`src/rtl/pwm_pkg.sv`:
```
package pwm_pkg;
  localparam int MODE_W      = 11;
  localparam int PSC_LSB     = 0;
  localparam int PSC_FIELD_W = 4;
  localparam int POL_BIT     = 9;
  localparam int UPD_SEL_BIT = 10;
  localparam int PSC_MAX     = 10;

  function automatic logic [PSC_FIELD_W-1:0] clamp_psc(input logic [PSC_FIELD_W-1:0] p);
    return (p > PSC_FIELD_W'(PSC_MAX)) ? PSC_FIELD_W'(PSC_MAX) : p;
  endfunction
endpackage

```
`src/rtl/pwm_prescaler.sv`:
```
module pwm_prescaler #(
  parameter int PSC_W = 4,
  parameter int DIV_W = 10
) (
  input  logic             clk,
  input  logic             rst_n,
  input  logic             go_i,
  input  logic [PSC_W-1:0] psc_i,
  output logic             tick_o
);
  logic [DIV_W-1:0] div_q, div_n, mask;

  always_comb begin
    mask   = {DIV_W{1'b1}} >> (DIV_W - int'(psc_i));
    tick_o = go_i && ((div_q & mask) == mask);
    div_n  = go_i ? div_q + DIV_W'(1) : '0;
  end

  always_ff @(posedge clk or negedge rst_n) begin
    if (!rst_n) div_q <= '0;
    else        div_q <= div_n;
  end

  AST_TICK_SPACED: assert property (@(posedge clk) disable iff (!rst_n)
    (tick_o && psc_i != '0) |=> !tick_o);
endmodule

```
`src/rtl/pwm_period_counter.sv`:
```
module pwm_period_counter #(
  parameter int W = 16
) (
  input  logic         clk,
  input  logic         rst_n,
  input  logic         go_i,
  input  logic         tick_i,
  input  logic [W-1:0] per_i,
  output logic [W-1:0] cnt_o,
  output logic         wrap_o
);
  logic [W-1:0] cnt_q, cnt_n, per_eff;
  logic         last;

  always_comb begin
    per_eff = (per_i == '0) ? W'(1) : per_i;
    last    = (cnt_q >= per_eff - W'(1));
    wrap_o  = go_i && tick_i && last;
    cnt_n   = cnt_q;
    if (!go_i)       cnt_n = '0;
    else if (tick_i) cnt_n = last ? '0 : cnt_q + W'(1);
  end

  always_ff @(posedge clk or negedge rst_n) begin
    if (!rst_n) cnt_q <= '0;
    else        cnt_q <= cnt_n;
  end

  assign cnt_o = cnt_q;

  AST_CNT_IN_RANGE: assert property (@(posedge clk) disable iff (!rst_n)
    go_i |-> (cnt_q < per_eff));
  AST_WRAP_TO_ZERO: assert property (@(posedge clk) disable iff (!rst_n)
    wrap_o |=> (cnt_q == '0));
endmodule

```
`src/rtl/pwm_update_buffer.sv`:
```
module pwm_update_buffer #(
  parameter int W          = 16,
  parameter bit SHARED_UPD = 1'b0
) (
  input  logic         clk,
  input  logic         rst_n,
  input  logic         load_i,
  input  logic         acc_i,
  input  logic         apply_i,
  input  logic [W-1:0] period_i,
  input  logic [W-1:0] duty_i,
  input  logic [W-1:0] upd_data_i,
  input  logic         upd_duty_we_i,
  input  logic         upd_per_we_i,
  input  logic         sel_per_i,
  output logic [W-1:0] act_per_o,
  output logic [W-1:0] act_duty_o
);
  logic         duty_we, per_we;
  logic [W-1:0] act_per_q, act_per_n, act_duty_q, act_duty_n;
  logic [W-1:0] pend_per_q, pend_per_n, pend_duty_q, pend_duty_n;
  logic         pend_pv_q, pend_pv_n, pend_dv_q, pend_dv_n;

  generate
    if (SHARED_UPD) begin : g_shared
      logic unused_split_we;
      assign unused_split_we = upd_per_we_i;
      assign duty_we = upd_duty_we_i && !sel_per_i;
      assign per_we  = upd_duty_we_i &&  sel_per_i;
    end else begin : g_split
      logic unused_sel;
      assign unused_sel = sel_per_i;
      assign duty_we = upd_duty_we_i;
      assign per_we  = upd_per_we_i;
    end
  endgenerate

  always_comb begin
    act_per_n   = act_per_q;
    act_duty_n  = act_duty_q;
    pend_per_n  = pend_per_q;
    pend_duty_n = pend_duty_q;
    pend_pv_n   = pend_pv_q;
    pend_dv_n   = pend_dv_q;
    if (load_i) begin
      act_per_n  = period_i;
      act_duty_n = duty_i;
      pend_pv_n  = 1'b0;
      pend_dv_n  = 1'b0;
    end else if (acc_i) begin
      if (duty_we) begin
        pend_duty_n = upd_data_i;
        pend_dv_n   = 1'b1;
      end
      if (per_we) begin
        pend_per_n = upd_data_i;
        pend_pv_n  = 1'b1;
      end
      if (apply_i) begin
        if (pend_dv_n) act_duty_n = pend_duty_n;
        if (pend_pv_n) act_per_n  = pend_per_n;
        pend_dv_n = 1'b0;
        pend_pv_n = 1'b0;
      end
    end
  end

  always_ff @(posedge clk or negedge rst_n) begin
    if (!rst_n) begin
      act_per_q   <= '0;
      act_duty_q  <= '0;
      pend_per_q  <= '0;
      pend_duty_q <= '0;
      pend_pv_q   <= 1'b0;
      pend_dv_q   <= 1'b0;
    end else begin
      act_per_q   <= act_per_n;
      act_duty_q  <= act_duty_n;
      pend_per_q  <= pend_per_n;
      pend_duty_q <= pend_duty_n;
      pend_pv_q   <= pend_pv_n;
      pend_dv_q   <= pend_dv_n;
    end
  end

  assign act_per_o  = act_per_q;
  assign act_duty_o = act_duty_q;

  AST_DUTY_HELD_MIDPERIOD: assert property (@(posedge clk) disable iff (!rst_n)
    (acc_i && !apply_i && !load_i) |=> ($stable(act_duty_q) && $stable(act_per_q)));
  AST_PEND_CLEARED_AT_WRAP: assert property (@(posedge clk) disable iff (!rst_n)
    (acc_i && apply_i && !load_i) |=> (!pend_dv_q && !pend_pv_q));
endmodule

```
`src/rtl/pwm_chan_top.sv`:
```
module pwm_chan_top
  import pwm_pkg::*;
#(
  parameter int W          = 16,
  parameter bit SHARED_UPD = 1'b0
) (
  input  logic              clk,
  input  logic              rst_n,
  input  logic              ch_en_i,
  input  logic [MODE_W-1:0] mode_i,
  input  logic [W-1:0]      period_i,
  input  logic [W-1:0]      duty_i,
  input  logic [W-1:0]      upd_data_i,
  input  logic              upd_duty_we_i,
  input  logic              upd_per_we_i,
  output logic              pwm_o,
  output logic              running_o,
  output logic              period_start_o
);
  localparam int DIV_W = PSC_MAX;

  logic                   rst_meta_q, rst_sync_q;
  logic                   run_q, start_q, start_n;
  logic                   pol_q, pol_n, sel_q, sel_n;
  logic [PSC_FIELD_W-1:0] psc_q, psc_n;
  logic                   go, tick, wrap, load;
  logic [W-1:0]           cnt, act_per, act_duty;
  logic                   unused_mode_bits;

  assign unused_mode_bits = ^mode_i[POL_BIT-1:PSC_LSB+PSC_FIELD_W];

  always_ff @(posedge clk or negedge rst_n) begin
    if (!rst_n) begin
      rst_meta_q <= 1'b0;
      rst_sync_q <= 1'b0;
    end else begin
      rst_meta_q <= 1'b1;
      rst_sync_q <= rst_meta_q;
    end
  end

  assign go   = ch_en_i && run_q;
  assign load = !run_q;

  always_comb begin
    psc_n   = psc_q;
    pol_n   = pol_q;
    sel_n   = sel_q;
    if (load) begin
      psc_n = clamp_psc(mode_i[PSC_LSB +: PSC_FIELD_W]);
      pol_n = mode_i[POL_BIT];
      sel_n = mode_i[UPD_SEL_BIT];
    end
    start_n = ch_en_i && (!run_q || wrap);
  end

  always_ff @(posedge clk or negedge rst_sync_q) begin
    if (!rst_sync_q) begin
      run_q   <= 1'b0;
      start_q <= 1'b0;
      psc_q   <= '0;
      pol_q   <= 1'b0;
      sel_q   <= 1'b0;
    end else begin
      run_q   <= ch_en_i;
      start_q <= start_n;
      psc_q   <= psc_n;
      pol_q   <= pol_n;
      sel_q   <= sel_n;
    end
  end

  pwm_prescaler #(.PSC_W(PSC_FIELD_W), .DIV_W(DIV_W)) u_psc (
    .clk    (clk),
    .rst_n  (rst_sync_q),
    .go_i   (go),
    .psc_i  (psc_q),
    .tick_o (tick)
  );

  pwm_period_counter #(.W(W)) u_cnt (
    .clk    (clk),
    .rst_n  (rst_sync_q),
    .go_i   (go),
    .tick_i (tick),
    .per_i  (act_per),
    .cnt_o  (cnt),
    .wrap_o (wrap)
  );

  pwm_update_buffer #(.W(W), .SHARED_UPD(SHARED_UPD)) u_buf (
    .clk           (clk),
    .rst_n         (rst_sync_q),
    .load_i        (load),
    .acc_i         (go),
    .apply_i       (wrap),
    .period_i      (period_i),
    .duty_i        (duty_i),
    .upd_data_i    (upd_data_i),
    .upd_duty_we_i (upd_duty_we_i),
    .upd_per_we_i  (upd_per_we_i),
    .sel_per_i     (sel_q),
    .act_per_o     (act_per),
    .act_duty_o    (act_duty)
  );

  assign pwm_o          = (run_q && (cnt >= act_duty)) ^ pol_q;
  assign running_o      = run_q;
  assign period_start_o = start_q;

  AST_START_WHILE_RUNNING: assert property (@(posedge clk) disable iff (!rst_sync_q)
    period_start_o |-> running_o);
  AST_START_AT_COUNT_ZERO: assert property (@(posedge clk) disable iff (!rst_sync_q)
    period_start_o |-> (cnt == '0));
  AST_STOP_FOLLOWS_ENABLE: assert property (@(posedge clk) disable iff (!rst_sync_q)
    !$past(ch_en_i) |-> (!running_o && !period_start_o));
  AST_IDLE_INACTIVE: assert property (@(posedge clk) disable iff (!rst_sync_q)
    !running_o |-> (pwm_o == pol_q));
endmodule

```
`config.mk`:
```
export PLATFORM = sky130hd
export DESIGN_NAME = pwm_chan_top
export DESIGN_NICKNAME = d
export VERILOG_FILES = /design/src/rtl/pwm_pkg.sv /design/src/rtl/pwm_prescaler.sv /design/src/rtl/pwm_period_counter.sv /design/src/rtl/pwm_update_buffer.sv /design/src/rtl/pwm_chan_top.sv
export SDC_FILE = /design/constraint.sdc
export NUM_CORES = 1
export LEC_CHECK = 0
export ABC_AREA = 1
export BUFFER_PORTS_ARGS = -buffer_cell sky130_fd_sc_hd__buf_2
export CAP_MARGIN = 10
export CORE_MARGIN = 1.5
export CORE_UTILIZATION = 50
export DETAILED_ROUTE_END_ITERATION = 16
export HOLD_SLACK_MARGIN = 0.12
export MAX_ROUTING_LAYER = met4
export PLACE_DENSITY = 0.8
export SETUP_SLACK_MARGIN = 0.3
export SYNTH_ARGS = -nofsm -noshare
export SYNTH_HDL_FRONTEND = slang
export SYNTH_HIERARCHICAL = 1
export SYNTH_SLANG_ARGS = --single-unit
```
`constraint.sdc`:
```
create_clock -name clk -period 6.95 [get_ports clk]
set_clock_uncertainty 0.15 [all_clocks]
set_input_delay 0.3475 -clock clk [delete_from_list [all_inputs] [get_ports clk]]
set_output_delay 0.3475 -clock clk [all_outputs]
set_load 0.1 [all_outputs]
```
==> results of run 1 <==
routing by layer:
layer / share of wire, % / vias up / track usage, %
met5: 0 / - / -
met4: 3.8 / 0 / 12.04
met3: 5.3 / 45 / 3.731
met2: 48 / 186 / 39.62
met1: 43 / 2868 / 31.70
li1: - / 3060 / -
tightest hold or removal path: stages:
cell,delay (ns)
buf_2,0.11
nand2_1,0.07
a31oi_1,0.08
cell type report:
type	count	area (µm²)	share of cell area [%]
Tap cell	172	215.2	2.843
Clock inverter	7	68.82	0.9091
Timing Repair Buffer	100	695.7	9.190
Inverter	85	324.1	4.281
Multi-Input combinational cell	667	3510	46.36
Clock buffer	9	225.2	2.975
Sequential cell	101	2531	33.44
report_power, final:
group          internal, mW  leakage [nW]  switching, mW
Combinational         0.108          2.35          0.162
Sequential            0.646          1.24         0.0465
Clock                 0.252         0.143          0.246
path summary, 6_finish.rpt:
check / cells past startpoint / to / slack [ns]
worst max-delay path: 21 / u_buf/act_per_o[13]$_DFFE_PN0P_ / 2.70
worst min-delay path: 3 / u_buf/pend_duty_q[0]$_DFFE_PN0P_ / 0.13
worst max register to register: 21 / u_buf/act_per_o[13]$_DFFE_PN0P_ / 2.70
worst min register to register: 0 / pol_q$_DFFE_PN0N_ / 0.21
max in group asynchronous: 1 / u_buf/pend_pv_q$_DFFE_PN0P_ / 5.33
min in group asynchronous: 2 / rst_sync_q$_DFF_PN0_ / 0.14
through the flow:
stage	hold slack (ns)	power, mW	area [µm²]
after detailed placement	-0.01401	0.9530	6895
after global routing	0.1417	1.538	7570
after floorplan	-0.09809	0.8867	6575
after global placement	-0.01566	0.9416	6895
final	0.1327	1.460	7570
after CTS	0.1239	1.467	7570
sequential cells by signal (all words and copies together) (netlist names), 4 cells and up:
register / flops
u_psc/div_q: 10
u_buf/act_duty_o: 16
psc_q: 4
u_cnt/cnt_o: 16
u_buf/pend_per_q: 16
u_buf/act_per_o: 16
u_buf/pend_duty_q: 16
what timing repair did:
action / CTS / global route
endpoints found under the hold margin: 40 / 0
hold buffers: 38 / 0
endpoints found under the setup margin: 0 / 0
==> impl_metrics.ini, run 1 <==
[status]
status = finished, final reports clean

[timing]
finalSetupTns_ns = 0
layout_setup_ws_ns = 2.703
rsz0062_at_grt = false
setup_viol_count_final = 0
worst_pin_slew_ns = 1.068
max_freq_ghz = 0.2354
drv_slew = 0
relSlewSlack_pct = 28.81
hold_viol = 0
fin_crit_sh_pct = 61.11
finalCriticalPeriod_ns = 4.247

[clock_tree]
clk_transition_reported_paths_ns = 0.07
post_cts_buffers = 0
ctsRootBufferMaster = clkbuf_16
clockBufferDepth = 2
cts.sink_count = 101
clk_latency_ns = 0.36
cts_resized = 0
cts_buffers = 9
h-tree-depth = 3
cts_tree = yes

[place]
portBuffers = 60
dp_hpwl_mm = 11.34
dp.cells = 1087
finalWeightedCongestion = 0.8840
dp_slack_ns = 2.782

[synth]
yosys_warnings = 6
synthCells = 883
synth_nets = 983
syn_area_mm2 = 0.006575
synth_area_per_cell_um2 = 7.446

[routing]
vias = 6159
postRouteAntennaNets = 0
wire_per_inst_um = 14.44
drcViolationCount = 0
dr.pass1.iters = 5
drt_iter0_markers = 452
totalWireLength_mm = 16.47
avgViaCountPerCell = 5.398

[worst_setup_path]
crit_path_frequent_cell = nand2_2
critical_path_required_ns = 7.09
slowest_delay_ns = 0.45
slowest_stage = dfrtp_1
r2r_start = u_buf/act_per_o[5]$_DFFE_PN0P_
crit_family = simple AND/OR/NAND/NOR gates
path_buf_inv = 1
critPathKind = reg2reg
critPathMaxFanout = 16
startpoint = u_buf/act_per_o[5]$_DFFE_PN0P_
cp.arrival_ns = 4.39
critPathLaunchType = flip-flop
cp_cell_sequence = nor2_1, nand2_1, nor2_2, a21oi_2, ha_1, nor3b_2, nand3_2, nor2_4, nand3_2, xor2_1, ha_1, nand2_2, nor3_2, nand2_1, nand3_4, nand2_2, inv_2, nand2_2, nor2_4, nand3_1, nand3_1
endpoint_kind = flip-flop

[power_and_ir_drop]
power.leakage_nw = 3.731
powerDensity_mw_per_mm2 = 192.9
peakVddDrop_mv = 0.2037

[die]
start_util_pct = 51.68
rows = 41
die-area_mm2 = 0.01385
num_io_pins = 67
die_x_um = 117.7
core-area_mm2 = 0.01272
die_y_um = 117.7

[global_routing]
grt_pass1_wl_mm = 27.55
grt-ovfl-total = 0
antenna_found_initial = 0
grt_usage_pct = 25.06
grt_max_degree = 66
grt_pass1_vias = 5870

[finish]
nets = 1064
insertedDiodeCount = 0
final_layout_size_suffix_gt1_share_pct = 14.24
final_core_util_pct = 59.50
n_fill_cell = 1181
layout_common_cells = nand2_1 (237), nand3_1 (121), nor2_1 (108)
stdcell_count = 1141
layout_commonest_cell = nand2_1
area_delta_synth_final_pct = 15.13

[hold_path]
hp-start = upd_data_i[0]
hp-class = in2reg

[job]
max_cap_viol_count = 0
Note: power is estimated with default switching activity, not from simulation.
==> inputs of run 2 (changes only) <==
clock period = 4.2 ns   (was 6.95 ns; I/O delays follow)
==> impl_metrics.ini, run 2 (same netlist as run 1, synthesis figures left out) <==
[routing]
wl_met3_mm = 1.050
vias = 6501
totalWireLength_mm = 18.12
drcViolationCount = 0
dr.pass1.iters = 5
top_layer_used = met4
postRouteAntennaNets = 0
wl_met2_mm = 9.096
wire_per_inst_um = 15.32
wl_met1_mm = 7.457
drt_iter0_markers = 559
avgViaCountPerCell = 5.495

[timing]
setup_viol_count_final = 0
max_freq_ghz = 0.2658
worst_pin_slew_ns = 1.061
hold_viol = 0
final.hold.worst_slack_ns = 0.1465
drv_slew = 0
finalCriticalPeriod_ns = 3.763
rsz0062_at_grt = false
relSlewSlack_pct = 29.24
finalSetupTns_ns = 0
fin_crit_sh_pct = 89.59

[finish]
design_area_mm2 = 0.008024
layout_commonest_cell = nand2_1
final_core_util_pct = 63.07
area_delta_synth_final_pct = 22.04
insertedDiodeCount = 0
layout_common_cells = nand2_1 (235), nand3_1 (119), nor2_1 (108)
n_fill_cell = 1103
final_layout_size_suffix_gt1_share_pct = 16.72
nets = 1106

[worst_setup_path]
r2r_cells = 23
cp.arrival_ns = 3.85
critPathKind = reg2reg
critPathMaxFanout = 16
critPathLaunchType = flip-flop
r2r_start = u_buf/act_per_o[0]$_DFFE_PN0P_
rr_endpoint = u_buf/act_duty_o[5]$_DFFE_PN0P_
critical_path_required_ns = 4.28
reg2reg_slack_ns = 0.44
endpoint_kind = flip-flop

[power_and_ir_drop]
powerDensity_mw_per_mm2 = 306.8
power.total_mw = 2.462
peakVddDrop_mv = 0.3058
power.leakage_nw = 3.941

[global_routing]
grt_pass1_vias = 6164
grt_max_degree = 74
grt-ovfl-total = 0
grt_usage_pct = 27.18
grt_pass1_wl_mm = 29.43
antenna_found_initial = 0

[clock_tree]
clk_transition_reported_paths_ns = 0.08
clockBufferDepth = 2
clk_latency_ns = 0.36
h-tree-depth = 3
cts_buffers = 9
cts.sink_count = 101
cts_tree = yes
ctsRootBufferMaster = clkbuf_16

[status]
status = finished, final reports clean

[job]
max_cap_viol_count = 0

[place]
placed_area_mm2 = 0.006933
finalWeightedCongestion = 0.8374
dp_hpwl_mm = 11.59
portBuffers = 60

[die]
die_y_um = 117.7
rows = 41
start_util_pct = 51.68
core-area_mm2 = 0.01272
num_io_pins = 67
die_x_um = 117.7
die-area_mm2 = 0.01385

[hold_path]
hp-class = in2reg
hp-start = upd_duty_we_i
min_path_cells = 3
hold_end = u_buf/pend_duty_q[0]$_DFFE_PN0P_
==> run 2: cell types whose count changed in the layout (fill, tap and decap cells not counted), moves of 2 or more <==
| cell | delta |
|---|---|
| dfrtp_2 | +4 |
| nand3_2 | +2 |
| nand2_8 | +2 |
| dfrtp_1 | -4 |
| nand3_1 | -2 |
| buf_4 | +20 |
| dlygate4sd3_1 | +20 |
| buf_12 | +2 |
| inv_6 | +3 |
| nand2_1 | -2 |
==> run 2: critical path, cell delays in order (launching register included) <==
cell	delay, ns
dfrtp_1	0.44
nor2_1	0.07
nand2_1	0.07
nor2_1	0.07
a21oi_2	0.20
ha_2	0.21
nor3b_4	0.24
nand3_2	0.18
nor3_2	0.23
xnor2_1	0.09
ha_1	0.27
nand2_1	0.06
inv_2	0.06
nand3_2	0.08
nor3_4	0.25
nand2_2	0.12
nand3_4	0.10
nand2_2	0.06
inv_4	0.09
nand2_4	0.09
inv_6	0.11
nand2_8	0.10
nand3_1	0.15
nand3_2	0.13
==> run 2: how the worst max path moves through the flow <==
stage,startpoint,to,slack (ns),depth (start not counted)
after floorplan,u_buf/act_per_o[8]$_DFFE_PN0P_,u_buf/act_per_o[8]$_DFFE_PN0P_,0.58,24
after global placement,u_buf/act_per_o[8]$_DFFE_PN0P_,u_buf/act_duty_o[5]$_DFFE_PN0P_,0.36,21
after detailed placement,u_buf/act_per_o[8]$_DFFE_PN0P_,u_buf/act_duty_o[5]$_DFFE_PN0P_,0.27,21
after CTS,u_buf/act_per_o[8]$_DFFE_PN0P_,u_buf/act_duty_o[12]$_DFFE_PN0P_,0.29,23
after global routing,u_buf/act_per_o[0]$_DFFE_PN0P_,u_buf/act_duty_o[5]$_DFFE_PN0P_,0.21,23
final,u_buf/act_per_o[0]$_DFFE_PN0P_,u_buf/act_duty_o[5]$_DFFE_PN0P_,0.44,23
==> run 2: area by class of cell <==
| cell class | instances | area (µm²) | area share (%) |
|---|---|---|---|
| clock inverter | 6 | 53.80 | 0.6705 |
| tap | 172 | 215.2 | 2.682 |
| multi-input combinational | 667 | 3572 | 44.52 |
| timing repair buffer | 142 | 1086 | 13.53 |
| inverter | 85 | 331.6 | 4.132 |
| clock buffer | 10 | 229.0 | 2.854 |
| sequential | 101 | 2536 | 31.61 |
==> run 2: power breakdown <==
| group | total, mW | leakage (nW) | switching [mW] | internal (mW) |
|---|---|---|---|---|
| combinational | 0.493 | 2.57 | 0.285 | 0.208 |
| sequential | 1.15 | 1.23 | 0.0818 | 1.07 |
| clock | 0.817 | 0.136 | 0.403 | 0.414 |
| total | 2.46 | 3.94 | 0.770 | 1.69 |
==> run 2: what timing repair did <==
item                                   CTS  global route
buffers inserted                         1            16
hold buffers                            58             0
gates resized for setup                  2            18
endpoints found under the hold margin   73             0
pin swaps                                2             6
setup endpoints to repair               32            32
==> run 2: per-layer routing <==
metal | vias up | GRT usage, %
met2 | 253 | 45.43
met3 | 39 | 5.911
li1 | 3154 | -
met4 | 0 | 9.451
met1 | 3055 | 32.55
met5 | - | -
==> run 2: metrics by stage <==
stage | instances | setup slack (ns)
after global routing | 1183 | 0.2060
after CTS | 1167 | 0.2886
after detailed placement | 1092 | 0.2707
after global placement | 1092 | 0.3565
after floorplan | 883 | 0.5847
final | 1183 | 0.4373
==> inputs of run 3 (changes only) <==
CORE_UTILIZATION = 60   (was 50)
PLACE_DENSITY = 0.92   (was 0.8)
REMOVE_ABC_BUFFERS = 1   (was not set)
==> impl_metrics.ini, run 3 (same netlist as run 1, synthesis figures left out) <==
[timing]
finalCriticalPeriod_ns = 3.964
fin_crit_sh_pct = 94.39
drv_slew = 0
rsz0062_at_grt = false
finalSetupTns_ns = 0
final.hold.worst_slack_ns = 0.1589
hold_viol = 0
max_freq_ghz = 0.2522
relSlewSlack_pct = 26.53
layout_setup_ws_ns = 0.2355
setup_viol_count_final = 0
worst_pin_slew_ns = 1.100

[worst_setup_path]
reg2reg_slack_ns = 0.24
critPathKind = reg2reg
critPathMaxFanout = 4
endpoint_kind = flip-flop
cp_cell_sequence = nor2_1, nand2_1, nor2_2, a21oi_4, ha_2, nor3b_4, nand3_2, nor3_2, xnor2_1, ha_1, nand2_1, inv_2, nand3_2, nor3_4, nand2_2, nand3_4, nand2_4, inv_6, nand2_8, nor2_4, clkbuf_16, nand3_1, nand3_1
slowest_delay_ns = 0.47
slowest_stage = dfrtp_1
cp_num_cells = 23
path_buf_inv = 3
crit_family = simple AND/OR/NAND/NOR gates
r2r_cells = 23
critPathLaunchType = flip-flop
critical_path_required_ns = 4.37
cp.arrival_ns = 4.13

[finish]
nets = 1114
layout_commonest_cell = nand2_1
n_fill_cell = 695
final_core_util_pct = 75.09
area_delta_synth_final_pct = 22.72
insertedDiodeCount = 0
layout_common_cells = nand2_1 (233), nand3_1 (113), nor2_1 (106)
final_layout_size_suffix_gt1_share_pct = 18.06

[power_and_ir_drop]
powerDensity_mw_per_mm2 = 290.7
peakVddDrop_mv = 0.2190
power.leakage_nw = 3.972
power.total_mw = 2.346

[global_routing]
antenna_found_initial = 0
grt_pass1_wl_mm = 29.17
grt_max_degree = 66
grt_usage_pct = 33.02
grt_pass1_vias = 6258
grt-ovfl-total = 0

[place]
portBuffers = 60
dp_hpwl_mm = 11.17
dp_slack_ns = 0.2382
finalWeightedCongestion = 0.9060

[routing]
drcViolationCount = 0
dr.pass1.iters = 6
wl_met1_mm = 7.341
drt_iter0_markers = 924
wl_met3_mm = 1.998
wire_per_inst_um = 17.57
postRouteAntennaNets = 0
vias = 7007
avgViaCountPerCell = 6.046
totalWireLength_mm = 20.36
wl_met2_mm = 9.788
top_layer_used = met4

[hold_path]
hp-class = in2reg
min_path_cells = 3

[die]
start_util_pct = 61.19
rows = 38
die_x_um = 107.7
num_io_pins = 67
core-area_mm2 = 0.01075
die_y_um = 107.7
die-area_mm2 = 0.01160

[clock_tree]
clockBufferDepth = 2
clk_transition_reported_paths_ns = 0.10
h-tree-depth = 3
clk_latency_ns = 0.39
cts.sink_count = 101
ctsRootBufferMaster = clkbuf_8
cts_buffers = 9
cts_tree = yes

[job]
max_cap_viol_count = 0

[status]
status = finished, final reports clean
## run 3: changes by cell type in the layout (fill, tap and decap cells not counted), sizes merged
cell / change
buf: +5
clkbuf: +3
inv: -2
bufinv: +1
nand2: +2
clkinv: -1
## run 3: power by group
part | leakage [nW] | internal, mW | switching [mW]
combinational | 2.64 | 0.210 | 0.324
sequential | 1.24 | 1.07 | 0.0832
clock | 0.0976 | 0.297 | 0.363
## run 3: tightest hold or removal path: stages
cell and delay [ns]:
buf_2 0.24, nand2_1 0.14, a31oi_1 0.07
## run 3: through the flow
step / cell area, µm² / cells
2_1_floorplan: 6361 / 853
3_3_place_gp: 6900 / 1061
3_5_place_dp: 6900 / 1061
4_1_cts: 7746 / 1139
5_1_grt: 8069 / 1159
6_report: 8069 / 1159
## run 3: path summary, 6_finish.rpt
path	startpoint	to
min in group asynchronous	rst_sync_q$_DFF_PN0_	u_buf/pend_duty_q[1]$_DFFE_PN0P_
max in group asynchronous	rst_sync_q$_DFF_PN0_	u_cnt/cnt_o[12]$_DFFE_PN0P_
hold reg to reg	rst_meta_q$_DFF_PN0_	rst_sync_q$_DFF_PN0_
setup reg to reg	u_buf/act_per_o[7]$_DFFE_PN0P_	u_buf/act_duty_o[9]$_DFFE_PN0P_
hold / removal	upd_duty_we_i	u_buf/pend_duty_q[0]$_DFFE_PN0P_
setup / recovery	u_buf/act_per_o[7]$_DFFE_PN0P_	u_buf/act_duty_o[9]$_DFFE_PN0P_
## run 3: repair_timing
action / CTS / global route
buffers inserted: 4 / 17
hold endpoints to repair: 73 / 0
gates resized for setup: 2 / 34
pin swaps: 2 / 23
hold buffers: 58 / 0
gates cloned: 0 / 3
endpoints found under the setup margin: 32 / 32
## run 3: layout make-up
cell class	count	area, µm²	share of cell area [%]
Multi-Input combinational cell	669	3670	45.48
Sequential cell	101	2534	31.40
Timing Repair Buffer	148	1156	14.33
Inverter	85	334.1	4.140
Tap cell	140	175.2	2.171
Clock buffer	12	145.1	1.799
Clock inverter	4	55.05	0.6823
## run 3: routing by layer
| metal | vias up | global-route usage (%) |
|---|---|---|
| met5 | - | - |
| met4 | 0 | 14.10 |
| met3 | 142 | 5.932 |
| met2 | 516 | 54.23 |
| met1 | 3194 | 40.17 |
| li1 | 3155 | - |
